<file path="config.mk">
export PLATFORM = sky130hd
export DESIGN_NAME = wr_ack_monitor
export DESIGN_NICKNAME = d
export VERILOG_FILES = /design/src/rtl/wr_ack_pkg.sv /design/src/rtl/wr_ack_shift.sv /design/src/rtl/wr_ack_timer.sv /design/src/rtl/wr_ack_monitor.sv
export SDC_FILE = /design/constraint.sdc
export NUM_CORES = 1
export LEC_CHECK = 0
export BUFFER_PORTS_ARGS = -buffer_cell sky130_fd_sc_hd__buf_2
export CAP_MARGIN = 20
export CORE_MARGIN = 8
export CORE_UTILIZATION = 55
export CTS_CLUSTER_SIZE = 10
export DETAILED_ROUTE_END_ITERATION = 12
export PLACE_DENSITY_LB_ADDON = 0.12
export SLEW_MARGIN = 10
export SYNTH_ARGS = -nofsm -noshare
export SYNTH_HDL_FRONTEND = slang
export SYNTH_SLANG_ARGS = --single-unit
</file>
<file path="constraint.sdc">
create_clock -name clk -period 6.15 [get_ports clk]
set_input_delay 0.9225 -clock clk [delete_from_list [all_inputs] [get_ports clk]]
set_output_delay 0.9225 -clock clk [all_outputs]
set_load 0.005 [all_outputs]
</file>
<file path="src/rtl/wr_ack_pkg.sv">
package wr_ack_pkg;

   localparam int unsigned TOKEN_W = 3;
   localparam logic [TOKEN_W-1:0] PAT_GOOD = 3'b010;
   localparam logic [TOKEN_W-1:0] PAT_CRC  = 3'b101;

   typedef enum logic [2:0] {
      ST_IDLE,
      ST_HUNT,
      ST_STAT,
      ST_STOP,
      ST_BUSY
   } ack_state_t;

   typedef enum logic [1:0] {
      ACK_NONE,
      ACK_GOOD,
      ACK_CRC,
      ACK_BAD
   } ack_code_t;

   // Classify the status pattern together with the closing bit.
   function automatic ack_code_t ack_classify(input logic [TOKEN_W-1:0] pat,
                                              input logic stop_bit);
      ack_code_t res;
      if (!stop_bit)            res = ACK_BAD;
      else if (pat == PAT_GOOD) res = ACK_GOOD;
      else if (pat == PAT_CRC)  res = ACK_CRC;
      else                      res = ACK_BAD;
      return res;
   endfunction

endpackage

</file>
<file path="src/rtl/wr_ack_shift.sv">
module wr_ack_shift #(
   parameter int unsigned W         = 3,
   parameter bit          MSB_FIRST = 1'b1
) (
   input  logic         clk,
   input  logic         rst_n,
   input  logic         clr,
   input  logic         shift_en,
   input  logic         bit_in,
   output logic [W-1:0] pat,
   output logic         last
);

   localparam int unsigned CW = $clog2(W + 1);

   if (W < 2) begin : g_bad_width
      $error("wr_ack_shift: W must be at least 2");
   end

   logic [CW-1:0] cnt_q;
   logic [W-1:0]  sr_q;
   logic [W-1:0]  sr_nxt;

   // Which end the newest bit enters decides bit order in pat.
   if (MSB_FIRST) begin : g_msb
      assign sr_nxt = {sr_q[W-2:0], bit_in};
   end else begin : g_lsb
      assign sr_nxt = {bit_in, sr_q[W-1:1]};
   end

   always_ff @(posedge clk or negedge rst_n) begin
      if (!rst_n) begin
         sr_q  <= '0;
         cnt_q <= '0;
      end else if (clr) begin
         sr_q  <= '0;
         cnt_q <= '0;
      end else if (shift_en) begin
         sr_q <= sr_nxt;
         if (cnt_q != CW'(W)) cnt_q <= cnt_q + 1'b1;
      end
   end

   assign pat  = sr_q;
   assign last = (cnt_q == CW'(W - 1));

   // the pattern only moves on a strobed shift
   p_hold_r2: assert property (@(posedge clk) disable iff (!rst_n)
      (!shift_en && !clr) |=> $stable(pat));

endmodule

</file>
<file path="src/rtl/wr_ack_timer.sv">
module wr_ack_timer #(
   parameter int unsigned W = 16
) (
   input  logic         clk,
   input  logic         rst_n,
   input  logic         clr,
   input  logic         inc,
   input  logic [W-1:0] limit,
   output logic         hit
);

   localparam logic [W-1:0] CNT_MAX = {W{1'b1}};

   if (W < 2) begin : g_bad_width
      $error("wr_ack_timer: W must be at least 2");
   end

   logic [W-1:0] cnt_q;
   logic [W:0]   cnt_plus;

   assign cnt_plus = {1'b0, cnt_q} + 1'b1;
   // A limit of zero compares below any count, so it acts as one.
   assign hit = inc && (cnt_plus >= {1'b0, limit});

   always_ff @(posedge clk or negedge rst_n) begin
      if (!rst_n)                       cnt_q <= '0;
      else if (clr)                     cnt_q <= '0;
      else if (inc && cnt_q != CNT_MAX) cnt_q <= cnt_q + 1'b1;
   end

   // the tick counter saturates instead of wrapping
   p_sat_r9: assert property (@(posedge clk) disable iff (!rst_n)
      (inc && !clr && cnt_q == CNT_MAX) |=> (cnt_q == CNT_MAX));

endmodule

</file>
<file path="src/rtl/wr_ack_monitor.sv">
module wr_ack_monitor
   import wr_ack_pkg::*;
#(
   parameter int unsigned CNT_W     = 16,
   parameter bit          DAT0_REG  = 1'b0,
   parameter bit          MSB_FIRST = 1'b1
) (
   input  logic             clk,
   input  logic             rst_n,
   input  logic             clk_en,
   input  logic             dat0,
   input  logic             start,
   input  logic [CNT_W-1:0] tmo_limit,
   output logic             ack_good,
   output logic             ack_crc_err,
   output logic             ack_bad,
   output logic             busy,
   output logic             timed_out,
   output logic             done
);

   if (CNT_W < 2) begin : g_bad_cnt
      $error("wr_ack_monitor: CNT_W must be at least 2");
   end

   logic       dat_s;
   ack_state_t state_q;
   logic       good_q, crc_q, bad_q, tmo_q, done_q;
   logic       sh_en, sh_last;
   logic [TOKEN_W-1:0] pat;
   logic       tm_clr, tm_inc, tm_hit;
   ack_code_t  code;

   // Optional input stage: sample DAT0 once more on each strobe.
   if (DAT0_REG) begin : g_dat_reg
      logic dat_q;
      always_ff @(posedge clk or negedge rst_n) begin
         if (!rst_n)      dat_q <= 1'b1;
         else if (clk_en) dat_q <= dat0;
      end
      assign dat_s = dat_q;
   end else begin : g_dat_thru
      assign dat_s = dat0;
   end

   assign sh_en  = clk_en && (state_q == ST_STAT);
   assign tm_clr = start || (clk_en && state_q == ST_STOP);
   assign tm_inc = clk_en && ((state_q == ST_HUNT &&  dat_s) ||
                              (state_q == ST_BUSY && !dat_s));
   assign code   = ack_classify(pat, dat_s);

   wr_ack_shift #(.W(TOKEN_W), .MSB_FIRST(MSB_FIRST)) u_shift (
      .clk      (clk),
      .rst_n    (rst_n),
      .clr      (start),
      .shift_en (sh_en),
      .bit_in   (dat_s),
      .pat      (pat),
      .last     (sh_last)
   );

   wr_ack_timer #(.W(CNT_W)) u_timer (
      .clk   (clk),
      .rst_n (rst_n),
      .clr   (tm_clr),
      .inc   (tm_inc),
      .limit (tmo_limit),
      .hit   (tm_hit)
   );

   always_ff @(posedge clk or negedge rst_n) begin
      if (!rst_n) begin
         state_q <= ST_IDLE;
         good_q  <= 1'b0;
         crc_q   <= 1'b0;
         bad_q   <= 1'b0;
         tmo_q   <= 1'b0;
         done_q  <= 1'b0;
      end else begin
         done_q <= 1'b0;
         if (start) begin
            state_q <= ST_HUNT;
            good_q  <= 1'b0;
            crc_q   <= 1'b0;
            bad_q   <= 1'b0;
            tmo_q   <= 1'b0;
         end else if (clk_en) begin
            unique case (state_q)
               ST_HUNT: begin
                  if (!dat_s) begin
                     state_q <= ST_STAT;
                  end else if (tm_hit) begin
                     state_q <= ST_IDLE;
                     tmo_q   <= 1'b1;
                     done_q  <= 1'b1;
                  end
               end
               ST_STAT: begin
                  if (sh_last) state_q <= ST_STOP;
               end
               ST_STOP: begin
                  good_q  <= (code == ACK_GOOD);
                  crc_q   <= (code == ACK_CRC);
                  bad_q   <= (code == ACK_BAD);
                  state_q <= ST_BUSY;
               end
               ST_BUSY: begin
                  if (dat_s) begin
                     state_q <= ST_IDLE;
                     done_q  <= 1'b1;
                  end else if (tm_hit) begin
                     state_q <= ST_IDLE;
                     tmo_q   <= 1'b1;
                     done_q  <= 1'b1;
                  end
               end
               default: state_q <= ST_IDLE;
            endcase
         end
      end
   end

   assign ack_good    = good_q;
   assign ack_crc_err = crc_q;
   assign ack_bad     = bad_q;
   assign busy        = (state_q == ST_BUSY);
   assign timed_out   = tmo_q;
   assign done        = done_q;

   // never more than one verdict at a time
   p_one_verdict_r6: assert property (@(posedge clk) disable iff (!rst_n)
      $onehot0({ack_good, ack_crc_err, ack_bad}));

   // completion is a single-cycle pulse
   p_done_pulse_r10: assert property (@(posedge clk) disable iff (!rst_n)
      done |=> !done);

   // a high sample during busy ends busy and completes
   p_busy_release_r7: assert property (@(posedge clk) disable iff (!rst_n)
      (busy && clk_en && dat_s && !start) |=> (!busy && done));

   // arming wipes every result
   p_start_clears_r11: assert property (@(posedge clk) disable iff (!rst_n)
      start |=> (!ack_good && !ack_crc_err && !ack_bad && !timed_out && !busy && !done));

   // a timeout always comes with completion
   p_tmo_done_r8: assert property (@(posedge clk) disable iff (!rst_n)
      $rose(timed_out) |-> done);

endmodule

</file>
* Yosys cells after proc, flatten, opt, wreduce, memory -nomap -nowiden
Cells that the tools add are included.
Widths: inputs -> output; s select.
** Word-level totals
- Register bits :: 29
- Output and inout bits :: 6
- Bits of input ports :: 21
** Cells by class
- Reductions and logical operators :: 20
- $add $sub $neg :: 3
- Mux-type cells :: 38
- Equal/unequal tests :: 15
- Order comparisons :: 1
** Operator list (number)
- $mux 16 :: 2
- $mux 3 :: 8
- $mux 1 :: 20
- $add 16x1->17 const B :: 1
- $ge 17x16->1 :: 1
- $add 16x1->16 const B :: 1
- $ne 16x16->1 const B :: 1
- $pmux 3 s4 :: 1
- $mux 2 :: 5
- $reduce_bool 2->1 :: 5
- $eq 3x2->1 const B :: 3
- $ne 3x3->1 const B :: 3
- $logic_and 1x1->1 :: 7
- $eq 2x2->1 const B :: 3
- $eq 3x3->1 const B :: 2
- $reduce_and 2->1 :: 3
- $pmux 1 s2 :: 2
- $reduce_and 4->1 :: 1
- $eq 3x1->1 const B :: 1
- $reduce_bool 3->1 :: 1
- $add 2x1->2 const B :: 1
- $eq 2x1->1 const B :: 1
- $logic_or 1x1->1 :: 2
- $ne 2x2->1 const B :: 1
- $logic_not 1->1 :: 1

* Depth between registers and ports, before layout
Gate-level depths: netlist of run 1.
- Depth in word-level cells :: 10
- Gate-level depth with buffers :: 12

* Modules after synthesis
From an unflattened synthesis of run 1, not the netlist that was laid out.
** Second synthesis, totals
- Cells, all modules :: 247
- Area total of the unflattened synthesis :: 2274.7 um^2
** By module, submodules not included
- wr_ack_timer :: area each 1505.2 um^2, instances 1, cells an instance 171
- wr_ack_monitor :: area each 519.2 um^2, instances 1, cells an instance 55
- wr_ack_shift :: area each 250.2 um^2, instances 1, cells an instance 21

* Least setup slack after synthesis of run 1
Ideal clock, no wire load.
- Kind :: input to register
- From :: in dat0
- To :: reg u_timer.cnt_q[15]
- Required time :: 6.072 ns
- Arrival time :: 2.604 ns
- Library setup time :: 0.078 ns
- Slack :: 3.469 ns
- Cell stages on the path :: 7
- Cell sequence :: buf_2 -> or3b_1 -> a211o_1 -> or2_1 -> buf_6 -> or4_1 -> a21oi_1
** On the way
- Word-level cells in the longest chain between the ends :: 6
- Elaborated cells between the ends (all ways) :: 7
- Classes of those cells :: reduce/logical: 7
** Ends and longest elaborated chain
- start, declared :: line wr_ack_monitor.sv:11 : input logic dat0,
- $logic_not 1->1
- $logic_and 1x1->1 :: line wr_ack_monitor.sv:49 : (state_q == ST_BUSY && !dat_s));
- $logic_or 1x1->1 (*) :: line wr_ack_monitor.sv:48 : assign tm_inc = clk_en && ((state_q == ST_HUNT && dat_s) ||
- $logic_and 1x1->1 (*) :: line wr_ack_monitor.sv:48
- $logic_and 1x1->1 (*) :: line wr_ack_timer.sv:28 : else if (inc && cnt_q != CNT_MAX) cnt_q <= cnt_q + 1'b1;
- $reduce_bool 2->1 (no source line) (*)
- end signal, assigned :: line wr_ack_timer.sv:28
- end, declared :: line wr_ack_timer.sv:18 : logic [W-1:0] cnt_q;
Every way passes the cells marked *; elsewhere a longest branch is shown, timed or not.
A chain may end at the register's enable or synchronous reset.

* Worst setup path after layout of run 1
- From :: reg u_timer.cnt_q[0]
- To :: reg state_q[2]
** On the way
- Word-level cells in the longest chain between the ends :: 8
- Elaborated cells between the ends (all ways) :: 9
- Classes of those cells :: add/sub: 1; order compare: 1; mux: 6; reduce/logical: 1
** Ends and longest elaborated chain
- $add 16x1->17 (*) :: line wr_ack_timer.sv:21 : assign cnt_plus = {1'b0, cnt_q} + 1'b1;
- $ge 17x16->1 (*) :: line wr_ack_timer.sv:23 : assign hit = inc && (cnt_plus >= {1'b0, limit});
- $logic_and 1x1->1 (*) :: line wr_ack_timer.sv:23
- $mux 3 (*)
- $mux 3 (on tied branches)
- $pmux 3 s4 (*)
- $mux 3 (*) (2 in series)
- end signal, assigned :: line wr_ack_monitor.sv:73 : state_q <= ST_IDLE;
- end signal, assigned :: line wr_ack_monitor.sv:82 : state_q <= ST_HUNT;
- end signal, assigned :: line wr_ack_monitor.sv:91 : state_q <= ST_STAT;
- end, declared :: line wr_ack_monitor.sv:27 : ack_state_t state_q;
Every way passes the cells marked *; elsewhere a longest branch is shown, timed or not. The select of a mux whose other input is x is not followed.

==> flow_summary.ini, run 1 <==
[sta]
post-route-period-util_pct = 47.7
fmax_ghz = 0.341
rsz0062_at_grt = false
finalSetupViolations = 0
fin_tns_setup_ps = 0
maxSlewHeadroom_pct = 41.8
fin_crit_ps = 2940
skew_ps = 7.74
hold_violations = 0
worstMarginPinSlew_ps = 866
slew_violations = 0

[power_and_ir_drop]
powerDensity_mw_per_mm2 = 174
p_seq_share_pct = 48.0
pwr-share-clk_pct = 43.0
swShare_pct = 24.3
ir_worst_vdd_uv = 158
p_leak_nw = 1.17
p_int_w = 0.000308
p_sw_w = 0.0000988
combPwrFrac_pct = 8.9

[synthesis]
synth_top_family_by_area = simple AND/OR/NAND/NOR gates
synthMuxAreaShare_pct = 2.84
ys_types = 39
synthArstFlopShare_pct = 100
synth-xor-area-share_pct = 11.2
synthTopCellsByArea = dfrtp_1 (34%), ha_1 (11%), xnor2_1 (8.3%)
synth_compound_area_share_pct = 9.94
synth-warning-count = 0
synth-seq-area-share_pct = 34.3
synth_top_area_share_pct = 34.3
synth_edf_count = 0
syn-num-nets = 282
ys_ff_latch = 29
synth_area_leader_cell = dfrtp_1
synth_flop_cell = dfrtp_1
avgSynthCellArea_um2 = 8.74
yosys-top-cells-count = nor2_1 (31), dfrtp_1 (29), xnor2_1 (20)
syn_area_mm2 = 0.00211
yosys.area_share.simple_pct = 23.7
syn_inst = 242
yosysMostFrequentCell = nor2_1
synth_fa_ha_area_share_pct = 11.2

[setup_path]
arrival_ps = 3110
cp.buffers_inverters = 0
critPathCaptureType = flip-flop
path_delay_family = simple AND/OR/NAND/NOR gates
cp_cell_sequence = ha_1, nand4_1, or3_1, nor2_1, xor2_1, ha_1, nand2_1, or3_1, nor3_1, a21oi_1, a31o_2
cp_max_fo = 5
cp_num_cells = 11
worstRegToRegCells = 11
cpPeakStageDelay_ps = 480
startpoint_type = flip-flop
slowest_stage = or3_1
criticalPathCategory = flip-flop to flip-flop
critPathRequiredTime_ps = 6320

[clock_network]
post-cts-setup-buffers = 0
cts_root_buf = clkbuf_8
cts.repair.resized = 0
insertion_delay_ps = 290
h-tree-depth = 2
clk_pin_slew_ps = 60
cts_hold_buffers = 0
cts_made_buffers = 5
cts_tree = done
cts.sinks = 29
clock_path_buffers = 2

[drt]
drtAntennaViolNets = 0
routed_wl_um = 4270
vias = 1669
viasPerCell = 5.35
drtPass1Iterations = 4
wl_per_cell_um = 13.7
drtIter0Drc = 124
drc_errors = 0

[worst_hold_path]
hold_class = flip-flop to flip-flop
min_path_cells = 2

[floorplanning]
die_h_um = 78.0
die_area_mm2 = 0.00608
num_rows = 22
start_util_pct = 57.3
chipWidth_um = 78.0
core_region_area_mm2 = 0.00369
io-pin-count = 27

[finish]
finish.instance_area_mm2 = 0.00235
finalNetCount = 303
antennaDiodeCount = 0
synthToLayoutAreaGrowth_pct = 10.9
layout.cells.non_filler = 312
drive_above_1_share_pct = 14.4

[outcome]
status = finished, final reports clean

[global_route]
grt_max_degree = 30
grt_pass1_wl_um = 7650
grt_util_all_layers_pct = 15.6
gr-total-overflow = 0
grt_antenna_before_repair = 0
grt_pass1_vias = 1643

[placement]
place_congestion = 0.867
port_buffers = 26
post_dp_cell_area_mm2 = 0.00224
place_inst = 303
hpwl_um = 3220

[flow_run]
cap_violations = 0
[worst paths after layout]
kind                                  start               end  slack (ps)
setup / recovery           u_timer.cnt_q[0]        state_q[2]        3210
min in group asynchronous             rst_n  u_timer.cnt_q[7]         660
hold / removal                     ack_good          ack_good         520
max in group asynchronous             rst_n  u_timer.cnt_q[8]        5060
hold reg to reg                    ack_good          ack_good         520
setup reg to reg           u_timer.cnt_q[0]        state_q[2]        3210
[placed cells by master (no fill, tap or decap), types with 4 or more instances in the layout]
master    instances
ha_1             19
nand4_1           7
mux2i_1           6
nand2b_1          4
xnor2_1          20
nor3_1            8
nor4_1            4
nand3_1           6
nor3b_1           5
clkbuf_8          7
nor2_1           31
a21o_1            4
nand2_1          13
buf_2            26
xor2_1            7
a21oi_1          11
dfrtp_1          29
inv_1            19
o21ai_0           4
[per-stage QoR]
step / total power (W) / setup WS (ps) / util (%) / hold WS [ps]
3_5_place_dp: 0.000236 / 3180 / 60.7 / 501
3_3_place_gp: 0.000236 / 3220 / 60.7 / 489
4_1_cts: 0.000411 / 3200 / 63.5 / 516
6_report: 0.000407 / 3210 / 63.6 / 518
5_1_grt: 0.000425 / 2960 / 63.6 / 552
2_1_floorplan: 0.000222 / 3470 / - / 504
[cells by family (layout without fill, tap and decap cells)]
group | after synthesis | in the layout
AO/OA/AOI/OAI | 32 | 32
buffers and inverters | 33 | 55
flip-flops | 29 | 29
multiplexers | 6 | 6
adder cells (fa/ha/maj) | 19 | 19
AND/OR/NAND/NOR | 96 | 96
XOR/XNOR | 27 | 27
[power by group through the flow]
stage / registers, W / clock network, W / logic [W]
2_1_floorplan: 0.000197 / 0 / 0.0000249
3_3_place_gp: 0.000199 / 0 / 0.0000367
3_5_place_dp: 0.000199 / 0 / 0.0000370
4_1_cts: 0.000195 / 0.000178 / 0.0000373
5_1_grt: 0.000196 / 0.000187 / 0.0000423
6_report: 0.000196 / 0.000175 / 0.0000364
[sequential cells by signal, summed over array words and instances, names as in the netlist]
name and cells:
done 1, ack_good 1, state_q 3, u_shift.pat 3
timed_out 1, u_timer.cnt_q 16, ack_bad 1, ack_crc_err 1
u_shift.cnt_q 2
[worst register-to-register path, cell delays in order, from the launching register on]
cell and delay (ps):
dfrtp_1 400, ha_1 270, nand4_1 180, or3_1 480, nor2_1 150, xor2_1 90
ha_1 290, nand2_1 60, or3_1 360, nor3_1 140, a21oi_1 160, a31o_2 240
[layout make-up]
| class | count | area, µm² |
|---|---|---|
| clock inverter | 1 | 5.00 |
| inverter | 19 | 71.3 |
| multi-input combinational | 180 | 1240 |
| tap | 48 | 60.1 |
| fill | 348 | 1340 |
| sequential | 29 | 726 |
| clock buffer | 7 | 96.3 |
| timing repair buffer | 28 | 143 |
[layer usage]
metal	track usage [%]	wire, µm
met2	23.2	1930
met3	5.65	129
met4	5.00	51
met1	20.6	2160
met5	0	0
Power figures use the tool's default switching activity.
==> inputs of run 2 (changes only) <==
clock period = 3 ns   (was 6.15 ns; I/O delays follow)
==> run 2 against run 1 <==
  * Clock power grew 140%
  * Combinational power up 120%
  * Final area is 3.4% higher
  * Routed wire length rose by 7.1%
  * Core utilization rose by 2.2 points
  * Die area did not move
  * Final cell count up 1.6%
  * Sequential share of layout area fell by 0.97 points
  * First-iteration DRC count stayed put
  * Critical endpoint unchanged
  * Count of clock-buffer cells in the layout is the same
==> flow_summary.ini, run 2 (same netlist as run 1, synthesis figures left out) <==
[outcome]
status = finished, final reports clean

[finish]
largest-register = u_timer.cnt_q
finalNetCount = 308
drive_above_1_share_pct = 17.5
multi_input_area_mm2 = 0.00127
largest_register_ffs = 16
synthToLayoutAreaGrowth_pct = 14.7
final_cell_mix = nor2_1 (30), dfrtp_1 (28), buf_2 (26)
final_common_cell = nor2_1
seqCellArea_um2 = 727
antennaDiodeCount = 0
nFillCells = 321

[clock_network]
h-tree-depth = 2
clock_path_buffers = 2
clk_pin_slew_ps = 70
cts_tree = done
cts_made_buffers = 5
cts_root_buf = clkbuf_8
insertion_delay_ps = 280
cts.sinks = 29
cts_hold_buffers = 0

[placement]
hpwl_um = 3360
pre_cts_slack_ps = 118
place_congestion = 0.929
port_buffers = 26

[setup_path]
startpoint_type = flip-flop
r2r-start = u_timer.cnt_q[0]
critPathCaptureType = flip-flop
worstRegToRegCells = 11
critPathRequiredTime_ps = 3170
r2r-end = state_q[2]
cp_max_fo = 5
r2r_setup_slack_ps = 190
arrival_ps = 2970
criticalPathCategory = flip-flop to flip-flop

[sta]
skew_ps = 6.60
post-route-period-util_pct = 93.6
finalSetupViolations = 0
worstMarginPinSlew_ps = 668
hold_violations = 0
maxSlewHeadroom_pct = 55.5
setup_slack_ps = 192
fmax_ghz = 0.356
fin_crit_ps = 2810
slew_violations = 0
rsz0062_at_grt = false
fin_tns_setup_ps = 0

[drt]
vias = 1749
drtPass1Iterations = 4
wl_per_cell_um = 14.4
drtIter0Drc = 124
drtAntennaViolNets = 0
viasPerCell = 5.52
routed_wl_um = 4570
drc_errors = 0

[floorplanning]
core_region_area_mm2 = 0.00369
die_h_um = 78.0
start_util_pct = 57.3
num_rows = 22
io-pin-count = 27
die_area_mm2 = 0.00608
chipWidth_um = 78.0

[power_and_ir_drop]
p_seq_share_pct = 44.4
swShare_pct = 22.7
combPwrFrac_pct = 8.8
pwr-share-clk_pct = 46.7
p_leak_nw = 1.20
p_sw_w = 0.000205
powerDensity_mw_per_mm2 = 372
fin_total_pwr_w = 0.000903
p_int_w = 0.000698
ir_worst_vdd_uv = 311

[worst_hold_path]
hold_class = primary input to async pin

[global_route]
grt_pass1_vias = 1795
gr-total-overflow = 0
grt_max_degree = 30
grt_pass1_wl_um = 8090
grt_antenna_before_repair = 0
grt_util_all_layers_pct = 16.4

[flow_run]
cap_violations = 0
==> run 2: worst max-delay path, cell delays in order, from the launching register on <==
cell,delay [ps]
dfrtp_2,410
ha_4,170
nand4_1,160
or3_4,450
nor2_1,140
xor2_1,80
ha_1,300
nand2_1,70
or3_1,370
nor3_1,180
a21oi_2,120
a31o_2,230
==> run 2: stage by stage <==
step	instances	hold slack, ps	cell area [µm²]	utilization, %
after CTS	317	216	2400	65.1
final	317	197	2430	65.8
after detailed placement	309	511	2280	61.9
after global routing	317	244	2430	65.8
after global placement	309	493	2280	61.9
after floorplan	242	154	2110	-
==> run 2: repair_timing <==
| action | CTS | global route |
|---|---|---|
| resized for setup | 0 | 6 |
| buffers inserted | 0 | 0 |
| endpoints found under the setup margin | 0 | 4 |
==> run 2: layer usage <==
metal	track usage, %	wire, µm
met2	26.6	2190
met1	19.9	2110
met3	4.84	211
met5	0	0
met4	6.11	59
==> run 2: how the worst max path moves through the flow <==
stage	start	end	cells after the start
detailed placement	u_timer.cnt_q[0]	state_q[2]	11
global route	u_timer.cnt_q[0]	state_q[2]	11
finish	u_timer.cnt_q[0]	state_q[2]	11
floorplan	u_timer.cnt_q[2]	state_q[2]	12
CTS	u_timer.cnt_q[0]	state_q[2]	11
global placement	u_timer.cnt_q[0]	state_q[2]	11
==> run 2: power groups by stage <==
stage	logic, W	clock network [W]	registers, W
floorplan	0.0000511	0	0.000404
global placement	0.0000782	0	0.000407
detailed placement	0.0000799	0	0.000408
CTS	0.0000804	0.000430	0.000400
global route	0.0000924	0.000447	0.000402
finish	0.0000798	0.000422	0.000401
==> run 2: area by class of cell <==
class,instances,area share [%]
Sequential cell,29,30.0
Clock buffer,7,3.56
Timing Repair Buffer,33,7.53
Multi-Input combinational cell,180,52.3
Tap cell,48,2.48
Inverter,19,2.94
Clock inverter,1,1.24
